===== src/rtl/sirq_pkg.sv =====
package sirq_pkg;

  localparam int unsigned SRC_COUNT = 13;
  localparam int unsigned BUS_W     = 32;
  localparam int unsigned OFFS_W    = 8;

  localparam logic [7:0] OFFS_SET_MASK = 8'h08;
  localparam logic [7:0] OFFS_CLR_MASK = 8'h0C;
  localparam logic [7:0] OFFS_MASK_RD  = 8'h10;
  localparam logic [7:0] OFFS_STATUS   = 8'h14;

  typedef enum logic [2:0] {
    SEL_NONE,
    SEL_SET_MASK,
    SEL_CLR_MASK,
    SEL_MASK_RD,
    SEL_STATUS
  } reg_sel_e;

endpackage


===== src/rtl/sirq_decode.sv =====
module sirq_decode
  import sirq_pkg::*;
#(
  parameter int unsigned N_SRC  = SRC_COUNT,
  parameter int unsigned ADDR_W = OFFS_W,
  parameter int unsigned DATA_W = BUS_W
) (
  input  logic              reg_wr,
  input  logic [ADDR_W-1:0] reg_addr,
  input  logic [DATA_W-1:0] reg_wdata,
  output reg_sel_e          sel,
  output logic [N_SRC-1:0]  set_mask_bits,
  output logic [N_SRC-1:0]  clr_mask_bits,
  output logic [N_SRC-1:0]  clr_stat_bits
);

  localparam int unsigned HI_W = DATA_W - N_SRC;

  logic [N_SRC-1:0] wbits;
  logic             unused_wdata_hi;

  assign wbits           = reg_wdata[N_SRC-1:0];
  assign unused_wdata_hi = ^reg_wdata[DATA_W-1:DATA_W-HI_W];

  always_comb begin
    if (reg_addr == ADDR_W'(OFFS_SET_MASK))      sel = SEL_SET_MASK;
    else if (reg_addr == ADDR_W'(OFFS_CLR_MASK)) sel = SEL_CLR_MASK;
    else if (reg_addr == ADDR_W'(OFFS_MASK_RD))  sel = SEL_MASK_RD;
    else if (reg_addr == ADDR_W'(OFFS_STATUS))   sel = SEL_STATUS;
    else                                         sel = SEL_NONE;
  end

  assign set_mask_bits = (reg_wr && sel == SEL_SET_MASK) ? wbits : '0;
  assign clr_mask_bits = (reg_wr && sel == SEL_CLR_MASK) ? wbits : '0;
  assign clr_stat_bits = (reg_wr && sel == SEL_STATUS)   ? wbits : '0;

endmodule


===== src/rtl/sirq_mask.sv =====
module sirq_mask #(
  parameter int unsigned N_SRC = 13
) (
  input  logic             clk,
  input  logic             rst_n,
  input  logic [N_SRC-1:0] set_bits,
  input  logic [N_SRC-1:0] clr_bits,
  output logic [N_SRC-1:0] mask_q
);

  function automatic logic [N_SRC-1:0] mask_step(
    input logic [N_SRC-1:0] cur,
    input logic [N_SRC-1:0] on_bits,
    input logic [N_SRC-1:0] off_bits
  );
    return (cur | on_bits) & ~off_bits;
  endfunction

  always_ff @(posedge clk) begin
    if (!rst_n) mask_q <= '0;
    else        mask_q <= mask_step(mask_q, set_bits, clr_bits);
  end

  a_r2_set_takes: assert property (@(posedge clk) disable iff (!rst_n)
    (set_bits != '0) |=> ((mask_q & $past(set_bits)) == $past(set_bits)));

  a_r2_others_kept: assert property (@(posedge clk) disable iff (!rst_n)
    (set_bits != '0) |=> ((mask_q & ~$past(set_bits)) == ($past(mask_q) & ~$past(set_bits))));

  a_r3_clear_takes: assert property (@(posedge clk) disable iff (!rst_n)
    (clr_bits != '0) |=> ((mask_q & $past(clr_bits)) == '0));

  a_r9_mask_hold: assert property (@(posedge clk) disable iff (!rst_n)
    (set_bits == '0 && clr_bits == '0) |=> $stable(mask_q));

endmodule


===== src/rtl/sirq_status.sv =====
module sirq_status #(
  parameter int unsigned N_SRC = 13
) (
  input  logic             clk,
  input  logic             rst_n,
  input  logic [N_SRC-1:0] evt,
  input  logic [N_SRC-1:0] clr_bits,
  output logic [N_SRC-1:0] stat_q
);

  function automatic logic stat_bit_step(input logic cur, input logic hit, input logic wipe);
    return hit | (cur & ~wipe);
  endfunction

  for (genvar i = 0; i < N_SRC; i++) begin : g_bit
    always_ff @(posedge clk) begin
      if (!rst_n) stat_q[i] <= 1'b0;
      else        stat_q[i] <= stat_bit_step(stat_q[i], evt[i], clr_bits[i]);
    end
  end

  // an event always lands, even against a clear
  a_r5_event_latches: assert property (@(posedge clk) disable iff (!rst_n)
    (evt != '0) |=> ((stat_q & $past(evt)) == $past(evt)));

  a_r5_sticky: assert property (@(posedge clk) disable iff (!rst_n)
    (clr_bits == '0) |=> ((stat_q & $past(stat_q)) == $past(stat_q)));

  a_r6_clear_takes: assert property (@(posedge clk) disable iff (!rst_n)
    (clr_bits != '0) |=> ((stat_q & $past(clr_bits & ~evt)) == '0));

endmodule


===== src/rtl/sirq_out.sv =====
module sirq_out #(
  parameter int unsigned N_SRC = 13
) (
  input  logic             clk,
  input  logic             rst_n,
  input  logic [N_SRC-1:0] stat_q,
  input  logic [N_SRC-1:0] mask_q,
  output logic             irq
);

  logic [N_SRC-1:0] live;
  assign live = stat_q & mask_q;

  always_ff @(posedge clk) begin
    if (!rst_n) irq <= 1'b0;
    else        irq <= |live;
  end

  a_r8_raise: assert property (@(posedge clk) disable iff (!rst_n)
    ((stat_q & mask_q) != '0) |=> irq);

  a_r8_no_spurious: assert property (@(posedge clk) disable iff (!rst_n)
    ((stat_q & mask_q) == '0) |=> !irq);

endmodule


===== src/rtl/sirq_bank.sv =====
module sirq_bank
  import sirq_pkg::*;
#(
  parameter int unsigned N_SRC  = SRC_COUNT,
  parameter int unsigned ADDR_W = OFFS_W,
  parameter int unsigned DATA_W = BUS_W
) (
  input  logic              clk,
  input  logic              rst_n,
  input  logic              reg_wr,
  input  logic [ADDR_W-1:0] reg_addr,
  input  logic [DATA_W-1:0] reg_wdata,
  output logic [DATA_W-1:0] reg_rdata,
  input  logic [N_SRC-1:0]  evt_pulse,
  output logic              irq
);

  reg_sel_e         sel;
  logic [N_SRC-1:0] set_mask_bits;
  logic [N_SRC-1:0] clr_mask_bits;
  logic [N_SRC-1:0] clr_stat_bits;
  logic [N_SRC-1:0] mask_q;
  logic [N_SRC-1:0] stat_q;

  sirq_decode #(.N_SRC(N_SRC), .ADDR_W(ADDR_W), .DATA_W(DATA_W)) u_decode (
    .reg_wr        (reg_wr),
    .reg_addr      (reg_addr),
    .reg_wdata     (reg_wdata),
    .sel           (sel),
    .set_mask_bits (set_mask_bits),
    .clr_mask_bits (clr_mask_bits),
    .clr_stat_bits (clr_stat_bits)
  );

  sirq_mask #(.N_SRC(N_SRC)) u_mask (
    .clk      (clk),
    .rst_n    (rst_n),
    .set_bits (set_mask_bits),
    .clr_bits (clr_mask_bits),
    .mask_q   (mask_q)
  );

  sirq_status #(.N_SRC(N_SRC)) u_status (
    .clk      (clk),
    .rst_n    (rst_n),
    .evt      (evt_pulse),
    .clr_bits (clr_stat_bits),
    .stat_q   (stat_q)
  );

  sirq_out #(.N_SRC(N_SRC)) u_out (
    .clk    (clk),
    .rst_n  (rst_n),
    .stat_q (stat_q),
    .mask_q (mask_q),
    .irq    (irq)
  );

  always_comb begin
    reg_rdata = '0;
    case (sel)
      SEL_MASK_RD: reg_rdata[N_SRC-1:0] = mask_q;
      SEL_STATUS:  reg_rdata[N_SRC-1:0] = stat_q;
      default:     reg_rdata = '0;
    endcase
  end

  // upper read bits never carry data
  a_r4_upper_zero: assert property (@(posedge clk) disable iff (!rst_n)
    reg_rdata[DATA_W-1:N_SRC] == '0);

  // the first cycle after reset shows an idle block
  a_r1_reset_idle: assert property (@(posedge clk)
    !rst_n |=> (mask_q == '0 && stat_q == '0 && !irq));

endmodule


===== config.mk =====
export PLATFORM = sky130hd
export DESIGN_NAME = sirq_bank
export DESIGN_NICKNAME = d
export VERILOG_FILES = /design/src/rtl/sirq_pkg.sv /design/src/rtl/sirq_decode.sv /design/src/rtl/sirq_mask.sv /design/src/rtl/sirq_status.sv /design/src/rtl/sirq_out.sv /design/src/rtl/sirq_bank.sv
export SDC_FILE = /design/constraint.sdc
export NUM_CORES = 1
export LEC_CHECK = 0
export BUFFER_PORTS_ARGS = -buffer_cell sky130_fd_sc_hd__buf_2
export CAP_MARGIN = 20
export CORE_UTILIZATION = 40
export CTS_CLUSTER_DIAMETER = 60
export DETAILED_ROUTE_END_ITERATION = 7
export GPL_TIMING_DRIVEN = 0
export PLACE_DENSITY = 0.76
export SLEW_MARGIN = 20
export SYNTH_ARGS = -nofsm -noshare
export SYNTH_HDL_FRONTEND = slang
export SYNTH_SLANG_ARGS = --single-unit
export TNS_END_PERCENT = 10

===== constraint.sdc =====
create_clock -name clk -period 1.98 [get_ports clk]
set_input_delay 0.396 -clock clk [delete_from_list [all_inputs] [get_ports clk]]
set_output_delay 0.396 -clock clk [all_outputs]
set_load 0.01 [all_outputs]

==> flow_results.xml <==
<?xml version="1.0" encoding="UTF-8"?>
<metrics>
  <group name="global_routing">
    <metric name="grt_max_degree" unit="">17</metric>
    <metric name="grt.total_usage" unit="%">22.2</metric>
    <metric name="overflow" unit="">0</metric>
    <metric name="antenna_found_initial" unit="">0</metric>
    <metric name="first_global_vias" unit="">1499</metric>
    <metric name="grt_first_pass_wirelength" unit="microns">7310</metric>
  </group>
  <group name="worst_setup_path">
    <metric name="cp_max_fo" unit="">5</metric>
    <metric name="worstSetupEndpointType" unit="">output pin</metric>
    <metric name="crit_path_start_kind" unit="">input port</metric>
    <metric name="cp.arrival" unit="ns">1.85</metric>
    <metric name="worst-setup-path-type" unit="">in2out</metric>
    <metric name="r2r.worst_path.cells" unit="">3</metric>
    <metric name="required_time_reported_for_the_critical_path_endpoint" unit="ns">1.58</metric>
  </group>
  <group name="synth">
    <metric name="ys_top_cells_by_area" unit="">sky130_fd_sc_hd__dfxtp_1 (33%), sky130_fd_sc_hd__buf_4 (9.1%), sky130_fd_sc_hd__o221a_2 (8.2%)</metric>
    <metric name="synth_async_sr_flop_share" unit="%">0</metric>
    <metric name="synth_simple_gate_area_share" unit="%">16.5</metric>
    <metric name="post_synth_num_cell_types" unit="">29</metric>
    <metric name="syn_area_cell" unit="sq um">8.88</metric>
    <metric name="yosys.area_share.xor_xnor" unit="%">0</metric>
    <metric name="synth_cells" unit="">185</metric>
    <metric name="number_of_flops_mapped_to_enable_cells_by_yosys" unit="">0</metric>
    <metric name="ys_seq_area_share" unit="%">32.9</metric>
    <metric name="yosys-top-cells-count" unit="">sky130_fd_sc_hd__dfxtp_1 (27), sky130_fd_sc_hd__inv_1 (26), sky130_fd_sc_hd__buf_4 (20), sky130_fd_sc_hd__nand2b_1 (14)</metric>
    <metric name="count_of_yosys_warnings_during_synthesis" unit="">0</metric>
    <metric name="synth.area.mux_share" unit="%">0</metric>
    <metric name="synth_top_family_by_area" unit="">compound AO/OA/AOI/OAI gates</metric>
    <metric name="synth_largest_area_cell" unit="">sky130_fd_sc_hd__dfxtp_1</metric>
    <metric name="synth.ff_latch_count" unit="">27</metric>
    <metric name="synth-adder-area-share" unit="%">0</metric>
    <metric name="synth_top_cell_area_share" unit="%">32.9</metric>
    <metric name="synth_most_common_cell" unit="">sky130_fd_sc_hd__dfxtp_1</metric>
    <metric name="share_of_the_synthesized_area_in_compound_gates_ao_oa_aoi_oai" unit="%">30.9</metric>
    <metric name="synth_flop_cell" unit="">sky130_fd_sc_hd__dfxtp_1</metric>
    <metric name="syn_area" unit="sq mm">0.00164</metric>
  </group>
  <group name="clock_tree">
    <metric name="insertion_delay" unit="ns">0.28</metric>
    <metric name="cts_max_level" unit="">1</metric>
    <metric name="clkSinkCount" unit="">27</metric>
    <metric name="hold_buffers" unit="">0</metric>
    <metric name="cts_root_buf" unit="">sky130_fd_sc_hd__clkbuf_8</metric>
    <metric name="ctsLongestPathBuffers" unit="">2</metric>
    <metric name="cts_tree" unit="">done</metric>
    <metric name="number_of_cts_inserted_buffers" unit="">3</metric>
    <metric name="clkSlewWorstSetupHoldPaths" unit="ns">0.11</metric>
  </group>
  <group name="finish">
    <metric name="design.final.nets" unit="">318</metric>
    <metric name="design_area" unit="sq mm">0.00224</metric>
    <metric name="area_growth_syn_to_layout" unit="%">36.5</metric>
    <metric name="drive_above_1_share" unit="%">41.0</metric>
    <metric name="layout.filler_cells" unit="">356</metric>
    <metric name="antennaDiodeCount" unit="">0</metric>
  </group>
  <group name="floorplan">
    <metric name="die-height" unit="microns">66.1</metric>
    <metric name="initial_utilization" unit="%">43.2</metric>
    <metric name="die_area" unit="sq mm">0.00437</metric>
    <metric name="placement_rows" unit="">22</metric>
    <metric name="floorplan.io_pins" unit="">89</metric>
    <metric name="core" unit="sq mm">0.00380</metric>
    <metric name="chipWidth" unit="microns">66.1</metric>
  </group>
  <group name="timing">
    <metric name="worst_slew_margin_rel" unit="%">61.9</metric>
    <metric name="min_period_over_period" unit="%">113</metric>
    <metric name="setup_viol_count_final" unit="">13</metric>
    <metric name="skew" unit="ns">0.00678</metric>
    <metric name="final_period_demand_of_the_worst_path" unit="ns">2.24</metric>
    <metric name="hold_slack" unit="ns">0.334</metric>
    <metric name="finalHoldViolCount" unit="">0</metric>
    <metric name="worstMarginPinSlew" unit="ns">0.571</metric>
    <metric name="slew_violations" unit="">0</metric>
    <metric name="fmaxAchievable" unit="GHz">0.446</metric>
    <metric name="setup_ws_post_layout" unit="ns">-0.262</metric>
    <metric name="unrepaired_setup_endpoints_after_global_routing" unit="">true</metric>
  </group>
  <group name="detailed_routing">
    <metric name="avgViaCountPerCell" unit="">5.27</metric>
    <metric name="drt_iter0_drc" unit="">111</metric>
    <metric name="drt-wirelength-per-cell" unit="microns">15.0</metric>
    <metric name="wl" unit="microns">4620</metric>
    <metric name="drc" unit="">0</metric>
    <metric name="via_count" unit="">1629</metric>
    <metric name="postRouteAntennaNets" unit="">0</metric>
    <metric name="dr.pass1.iters" unit="">4</metric>
  </group>
  <group name="power_and_ir_drop">
    <metric name="power.leakage" unit="nW">1.09</metric>
    <metric name="power.ir.vdd_worst" unit="mV">0.363</metric>
    <metric name="power.density_cell_area" unit="mW/mm^2">492</metric>
  </group>
  <group name="outcome">
    <metric name="violations_in_the_final_reports" unit="">setup timing</metric>
    <metric name="status" unit="">finished with violations</metric>
  </group>
  <group name="hold_path">
    <metric name="worst_hold_path_type" unit="">in2reg</metric>
    <metric name="hold-path-cell-count" unit="">2</metric>
  </group>
  <group name="place">
    <metric name="place.port_buffers" unit="">48</metric>
    <metric name="detailedPlace.worstSlack" unit="ns">-0.444</metric>
    <metric name="place_area" unit="sq mm">0.00201</metric>
    <metric name="place.detailed.hpwl" unit="microns">3170</metric>
    <metric name="gp_routability_congestion" unit="">0.808</metric>
  </group>
  <group name="run">
    <metric name="cap_viol_max_count" unit="">0</metric>
  </group>
</metrics>
-- power by group --
group / internal (W) / switching, W / total (W)
Sequential: 0.000562 / 0.0000192 / 0.000582
Combinational: 0.0000848 / 0.0000977 / 0.000182
Clock: 0.000144 / 0.000195 / 0.000339
Total: 0.000791 / 0.000312 / 0.00110
-- metrics by stage --
step	total power (W)	utilization, %	cells	setup TNS, ns
after floorplan	0.000696	-	203	-0.845
after detailed placement	0.000766	52.9	299	-5.09
final	0.00110	59.0	309	-2.79
after global placement	0.000762	52.9	299	-4.99
after global routing	0.00115	59.0	309	-3.45
after CTS	0.00110	58.8	309	-2.69
-- placed cells by master, fill, tap and decap left out, types with 2 or more instances in the layout --
master                     Yosys  routed
sky130_fd_sc_hd__a22oi_1       5       5
sky130_fd_sc_hd__buf_2         0      36
sky130_fd_sc_hd__buf_4        20      25
sky130_fd_sc_hd__nand2b_1     14      14
sky130_fd_sc_hd__inv_1        26      26
sky130_fd_sc_hd__dfxtp_1      27      27
sky130_fd_sc_hd__a22o_1        2       2
sky130_fd_sc_hd__nor4_1       13      13
sky130_fd_sc_hd__a22o_4        0       7
sky130_fd_sc_hd__o221a_2      12      12
sky130_fd_sc_hd__a22o_2       11       4
sky130_fd_sc_hd__a41oi_1      13      13
sky130_fd_sc_hd__nand3_1       2       2
sky130_fd_sc_hd__buf_6         3      16
sky130_fd_sc_hd__o21ai_0      13      13
sky130_fd_sc_hd__clkbuf_1      9       9
sky130_fd_sc_hd__conb_1        1      19
sky130_fd_sc_hd__clkbuf_8      0       3
-- what timing repair did --
action | 4_1_cts | 5_1_grt
gates resized for setup | 22 | 1
endpoints found under the setup margin | 13 | 13
buffers inserted | 6 | 0
pin swaps | 11 | 2
cloned | 1 | 0
-- worst max-delay path, cell delays in order --
cell	delay (ns)
sky130_fd_sc_hd__buf_6	0.09
sky130_fd_sc_hd__or4_4	0.57
sky130_fd_sc_hd__nor4_4	0.30
sky130_fd_sc_hd__buf_6	0.18
sky130_fd_sc_hd__a22o_1	0.16
sky130_fd_sc_hd__buf_2	0.14
-- sequential cells by signal, summed over array words and instances (netlist names) --
register	flops
u_mask.mask_q	13
u_out.irq	1
u_status.stat_q	13
-- per-layer routing --
metal | global-route usage, % | up-vias | share of wire, %
met1 | 29.4 | 750 | 43
met5 | 0 | - | 0
li1 | - | 802 | -
met2 | 36.5 | 73 | 48
met4 | 5.85 | 0 | 0.78
met3 | 4.31 | 4 | 7.7
-- logic make-up after synthesis --
| group | Yosys count |
|---|---|
| DFF | 27 |
| AOI/OAI and AO/OA | 59 |
| buffers and inverters | 59 |
| and+or+nand+nor | 39 |
| other | 1 |
-- final cells by class --
type | instances | area [sq um] | share of cell area [%]
multi-input cells | 117 | 910 | 40.6
repair buffers | 55 | 372 | 16.6
inverters | 26 | 97.6 | 4.35
flip-flops and latches | 27 | 541 | 24.1
clock buffers | 3 | 41.3 | 1.84
clock inverters | 1 | 7.51 | 0.335
plain buffers | 32 | 214 | 9.54
well taps | 48 | 60.1 | 2.68
-- worst paths after layout --
kind	startpoint	endpoint	slack, ns
min reg2reg	u_mask.mask_q[5]$_SDFF_PN0_	u_mask.mask_q[5]$_SDFF_PN0_	0.57
min	reg_wdata[7]	u_status.stat_q[7]$_SDFF_PN0_	0.33
max	reg_addr[1]	reg_rdata[5]	-0.26
max reg2reg	u_status.stat_q[9]$_SDFF_PN0_	u_out.irq$_SDFF_PN0_	0.80
Power figures use the tool's default switching activity.
